`config.mk`:
```
export PLATFORM = sky130hd
export DESIGN_NAME = simd_mul_merge
export DESIGN_NICKNAME = d
export VERILOG_FILES = /design/src/rtl/simd_mul_merge.sv
export SDC_FILE = /design/constraint.sdc
export NUM_CORES = 1
export LEC_CHECK = 0
export BUFFER_PORTS_ARGS = -buffer_cell sky130_fd_sc_hd__buf_2
export CORE_UTILIZATION = 45
export CTS_CLUSTER_DIAMETER = 150
export CTS_CLUSTER_SIZE = 30
export DETAILED_ROUTE_END_ITERATION = 8
export HOLD_SLACK_MARGIN = 0.08
export PLACE_DENSITY_LB_ADDON = 0.3
export SLEW_MARGIN = 20
export SYNTH_ARGS = -nofsm -noshare
export SYNTH_HDL_FRONTEND = slang
export SYNTH_SLANG_ARGS = --single-unit
```
`constraint.sdc`:
```
create_clock -name clk -period 1.7 [get_ports clk]
set_input_delay 0.34 -clock clk [delete_from_list [all_inputs] [get_ports clk]]
set_output_delay 0.34 -clock clk [all_outputs]
set_load 0.01 [all_outputs]
```
`src/rtl/simd_mul_merge.sv`:
```
module simd_mul_merge #(
  parameter int TAG_W = 4
) (
  input  logic             clk,
  input  logic             rst_n,
  input  logic             in_valid,
  input  logic [1:0]       in_op,
  input  logic [1:0]       in_width,
  input  logic [TAG_W-1:0] in_tag,
  input  logic [63:0]      lo_data,
  input  logic [63:0]      hi_data,
  output logic             out_valid,
  output logic [63:0]      out_data,
  output logic [TAG_W-1:0] out_tag
);

  logic             p_valid;
  logic [1:0]       p_op, p_width;
  logic [TAG_W-1:0] p_tag;
  logic [63:0]      p_lo;

  wire narrow_in = in_valid & ~in_width[1];
  wire wide_in   = in_valid &  in_width[1];

  always_ff @(posedge clk) begin
    if (!rst_n) begin
      p_valid <= 1'b0;
      p_op    <= '0;
      p_width <= '0;
      p_tag   <= '0;
      p_lo    <= '0;
    end else begin
      p_valid <= narrow_in;
      if (narrow_in) begin
        p_op    <= in_op;
        p_width <= in_width;
        p_tag   <= in_tag;
        p_lo    <= lo_data;
      end
    end
  end

  wire [1:0]       m_op    = p_valid ? p_op    : in_op;
  wire [1:0]       m_width = p_valid ? p_width : in_width;
  wire [TAG_W-1:0] m_tag   = p_valid ? p_tag   : in_tag;
  wire [63:0]      m_lo    = p_valid ? p_lo    : lo_data;
  wire             m_fire  = p_valid | wide_in;

  logic [63:0] merged;

  always_comb begin
    merged = '0;
    case (m_op)
      2'b00: merged = m_lo;
      2'b01: merged = hi_data;
      default: begin
        case (m_width)
          2'b00: begin
            for (int j = 0; j < 4; j++) begin
              merged[16*j +: 16] = m_op[0]
                ? {hi_data[8*(j+4) +: 8], m_lo[8*(j+4) +: 8]}
                : {hi_data[8*j +: 8],     m_lo[8*j +: 8]};
            end
          end
          2'b01: begin
            for (int j = 0; j < 2; j++) begin
              merged[32*j +: 32] = m_op[0]
                ? {hi_data[16*(j+2) +: 16], m_lo[16*(j+2) +: 16]}
                : {hi_data[16*j +: 16],     m_lo[16*j +: 16]};
            end
          end
          2'b10: merged = m_op[0] ? {hi_data[63:32], m_lo[63:32]}
                                  : {hi_data[31:0],  m_lo[31:0]};
          default: merged = m_op[0] ? hi_data : m_lo;
        endcase
      end
    endcase
  end

  always_ff @(posedge clk) begin
    if (!rst_n) begin
      out_valid <= 1'b0;
      out_data  <= '0;
      out_tag   <= '0;
    end else begin
      out_valid <= m_fire;
      if (m_fire) begin
        out_data <= merged;
        out_tag  <= m_tag;
      end
    end
  end

endmodule


```
==> results by group <==
Critical path
  • Crit Path Class: register to register
  • Worst setup EP type: register
  • Bufs and invs on worst path: 1
  • Crit path max-delay cell type: dfxtp_4
  • Crit-path max FO: 12
  • FF-to-FF path depth: 6
  • R2R Setup Slk: -0.14 ns
  • FF-to-FF End: out_data[13]
  • Worst setup SP type: register
  • CP delay by family, top: multiplexers
  • Max incr delay on CP: 0.40 ns
  • Reg-to-Reg Start: p_valid
  • WP data arrival: approximately 2.2 ns
  • Crit path cell chain: mux2i_4 > buf_6 > mux2_2 > nand2_1 > nand3_1 > a32o_1
  • CP required: 2.03 ns

Power and ir drop
  • Peak VDD IR: 0.000857 V
  • Power Total: 10.7 mW
  • Static leakage: between 4 and 5 nW
  • PD cells: 864 nW/um2

Route
  • M1 WL: 13.8 mm
  • First-pass iteration count of the detailed router: 8
  • Routed wl met3: 3.17 mm
  • DRT iter0 DRCs: between 1k and 1.5k
  • Top sig layer: met4
  • Post-route ant nets: 0
  • DR vias: ~10k
  • Met2 WL: 16.4 mm
  • Via/cell ratio: 6.06
  • Post-DR wirelength/cell: 21.3 um
  • WL final: roughly 35 mm
  • # DRC: 0

Placed design
  • Hpwl dp: 24.7 mm
  • Routability cong.: between 0.9 and 1
  • I/O Buffers: between 200 and 250
  • Pre-CTS setup slack: -0.251 ns

Logic synthesis
  • Mapped Cells: 1123
  • Cell variety after synth: 46
  • Largest family of logic cells by synthesized area: compound AO/OA/AOI/OAI gates
  • Compound-Gate Fraction of Synth Area: 28.4%
  • Asr flop ratio synth: 0%
  • Share of the synthesized area in the top cell type: 32.2%
  • Synth Area in Adders: 0%
  • Syn Nets: 1262
  • Mux contribution to synthesized area: 16.2%
  • Largest cells by area after synthesis: dfxtp_1 32%, mux2i_1 12%, a21oi_1 10%
  • Yosys reg bits: 142
  • Register area share after synthesis: 32.2%
  • Mapped cell area: 8830 um2
  • Ys flop type: dfxtp_1
  • Area leader, netlist: dfxtp_1
  • Synth Area in XOR/XNOR: 0%
  • Post-synthesis simple-gate area fraction: 17.1%
  • Syn. warnings: 0
  • Post-synth EDFFs: 0
  • Syn avg cell area: just under 8 um2

Timing
  • Final min period: around 1.8 ns
  • Final WS setup: -0.140 ns
  • Highest Clock Rate: 543 MHz
  • Period utilization: 108%
  • Final Max Slew Viols: 0
  • Unrepaired setup endpoints after global routing: yes
  • Max-slew headroom: roughly 58%
  • Final setup viols: 40
  • Least-Margin Pin Slew: 0.629 ns
  • Final Hold Viols: 0
  • Fin Clk Skew: between 0.009 and 0.01 ns
  • Setup_tns: -2.63 ns

Clocking
  • H-tree levels: 4
  • Clk sinks: 142
  • TritonCTS clock tree: done
  • Worst-path clk slew: around 0.070 ns
  • Root buf cell: clkbuf_16
  • Clock latency on the worst-skew pair: around 0.44 ns
  • Clock Path Buffers: 2
  • CTS Buf Count: 17
  • Hold_buf cts: 0

Layout
  • Final net count: 1522
  • Multi-input logic area: between 6000 and 7000 um2
  • Share of post-route cells with drive strength above 1: a little over a third
  • Filler instances: 1578
  • Synth-to-layout area growth: 40.2%
  • Storage cell area: 2850 um2

GRT
  • Largest net degree at the start of global routing: 73
  • Number of global-route vias before repair: approximately 9.4k
  • First-pass GRT wire length: 52.8 mm
  • Total gr overflow: 0
  • Initial antenna violation count: 1
  • Overall Global Routing Usage: 34.3%

Worst hold path
  • Worst Hold End: p_lo[17]
  • Cells on Worst Hold Path: 3
  • Worst min path class: primary input to register
  • Hold_sp: lo_data[17]

Die
  • Core footprint: 19000 um2
  • Die span in y: ~140 um
  • Die area: 20200 um2
  • Initial core utilization: a little under half
  • Die width: 142 um
  • Row count: 50
  • Boundary Pins: roughly 210

Job
  • MaxCap Viol Count: 0

Run status
  • Outcome: finished, violations left
  • Failing checks: setup timing
power breakdown:
part	total, mW	internal, mW	leakage (nW)	switching, mW
logic	2.77	1.24	3.38	1.54
clock network	4.21	2.61	0.311	1.60
registers	3.72	3.55	1.17	0.166
total	10.7	7.40	4.86	3.30
Yosys cell counts, drive strengths merged (16+ instances only):
cell    count
nor3       18
a21oi     184
o211ai     26
o21ai      42
nand2     203
mux2       32
nor2b      34
clkbuf     46
a211oi     54
dfxtp     142
nand2b     18
nor2       40
mux2i     105
nand3b     16
buf        59
cells in the final DEF, fill, tap and decap left out, drive strengths merged:
master | Yosys | routed
a21oi | 184 | 184
clkinv | 1 | 6
nor2b | 34 | 34
a32oi | 1 | 1
bufbuf | 0 | 1
clkbuf | 46 | 19
a22oi | 15 | 15
nand2 | 203 | 203
mux2 | 32 | 32
nand3 | 8 | 8
inv | 2 | 4
o211ai | 26 | 26
o221ai | 15 | 15
o21ai | 42 | 42
o21a | 2 | 2
dfxtp | 142 | 142
nor3b | 1 | 1
nor2 | 40 | 40
a32o | 8 | 8
a2111oi | 8 | 8
a211oi | 54 | 54
nand2b | 18 | 18
a21boi | 2 | 2
buf | 59 | 344
mux2i | 105 | 105
o311a | 7 | 7
o22ai | 15 | 15
nand3b | 16 | 16
diode | 0 | 1
a31oi | 9 | 9
clkinvlp | 0 | 1
a31o | 1 | 1
a221oi | 7 | 7
nor3 | 18 | 18
bufinv | 0 | 5
a21o | 2 | 2
metal layers:
metal  global-route usage, %  up-vias
met2                    55.6      594
met1                    42.3     4687
met5                       0        -
li1                        -     4626
met3                    7.30      126
met4                    19.2        0
worst register-to-register path, stage by stage, from the launching register on:
cell and delay [ns]:
dfxtp_4 0.40, mux2i_4 0.32, buf_6 0.21, mux2_2 0.41, nand2_1 0.09, nand3_1 0.08
a32o_1 0.24
logic make-up (layout without fill, tap and decap cells):
| group | after synthesis | after routing |
|---|---|---|
| compound gates | 398 | 398 |
| other cells | 0 | 1 |
| buf+inv | 108 | 380 |
| flops | 142 | 142 |
| mux | 137 | 137 |
| simple gates | 338 | 338 |
area by class of cell:
cell class              count  share of cell area [%]
clock buffers              18                    3.46
inverters                   3                  0.0909
flip-flops and latches    142                    23.0
diodes                      1                  0.0202
well taps                 260                    2.63
clock inverters            13                    1.74
repair buffers            346                    20.1
multi-input cells         873                    48.9
sequential cells by signal, summed over array words and instances (netlist names):
register   count
p_width        2
p_tag          4
p_op           2
p_lo          64
out_valid      1
out_tag        4
p_valid        1
out_data      64
repair_timing:
action                                  4_1_cts  5_1_grt
cloned                                        3        1
resized for setup                            74       85
pin swaps                                    21       19
buffers inserted                             18       12
endpoints found under the setup margin       48       64
how the worst max path moves through the flow:
stage,startpoint,cells after the start,endpoint,slack [ns]
3_3_place_gp,in_op[0],9,out_data[29],-0.22
4_1_cts,p_valid,6,out_data[23],-0.13
2_1_floorplan,p_valid,7,out_data[10],-0.02
6_report,p_valid,6,out_data[13],-0.14
3_5_place_dp,in_op[0],6,out_data[41],-0.25
5_1_grt,p_valid,6,out_data[10],-0.19
metrics by stage:
stage	instances	area [um2]	utilization, %	hold WS (ns)
floorplan	1123	8870	-	0.431
global placement	1595	10700	56.6	0.436
detailed placement	1595	10700	56.6	0.442
CTS	1645	11900	62.8	0.143
global route	1655	12400	65.3	0.154
finish	1656	12400	65.3	0.152
Note: power is estimated with default switching activity, not from simulation.
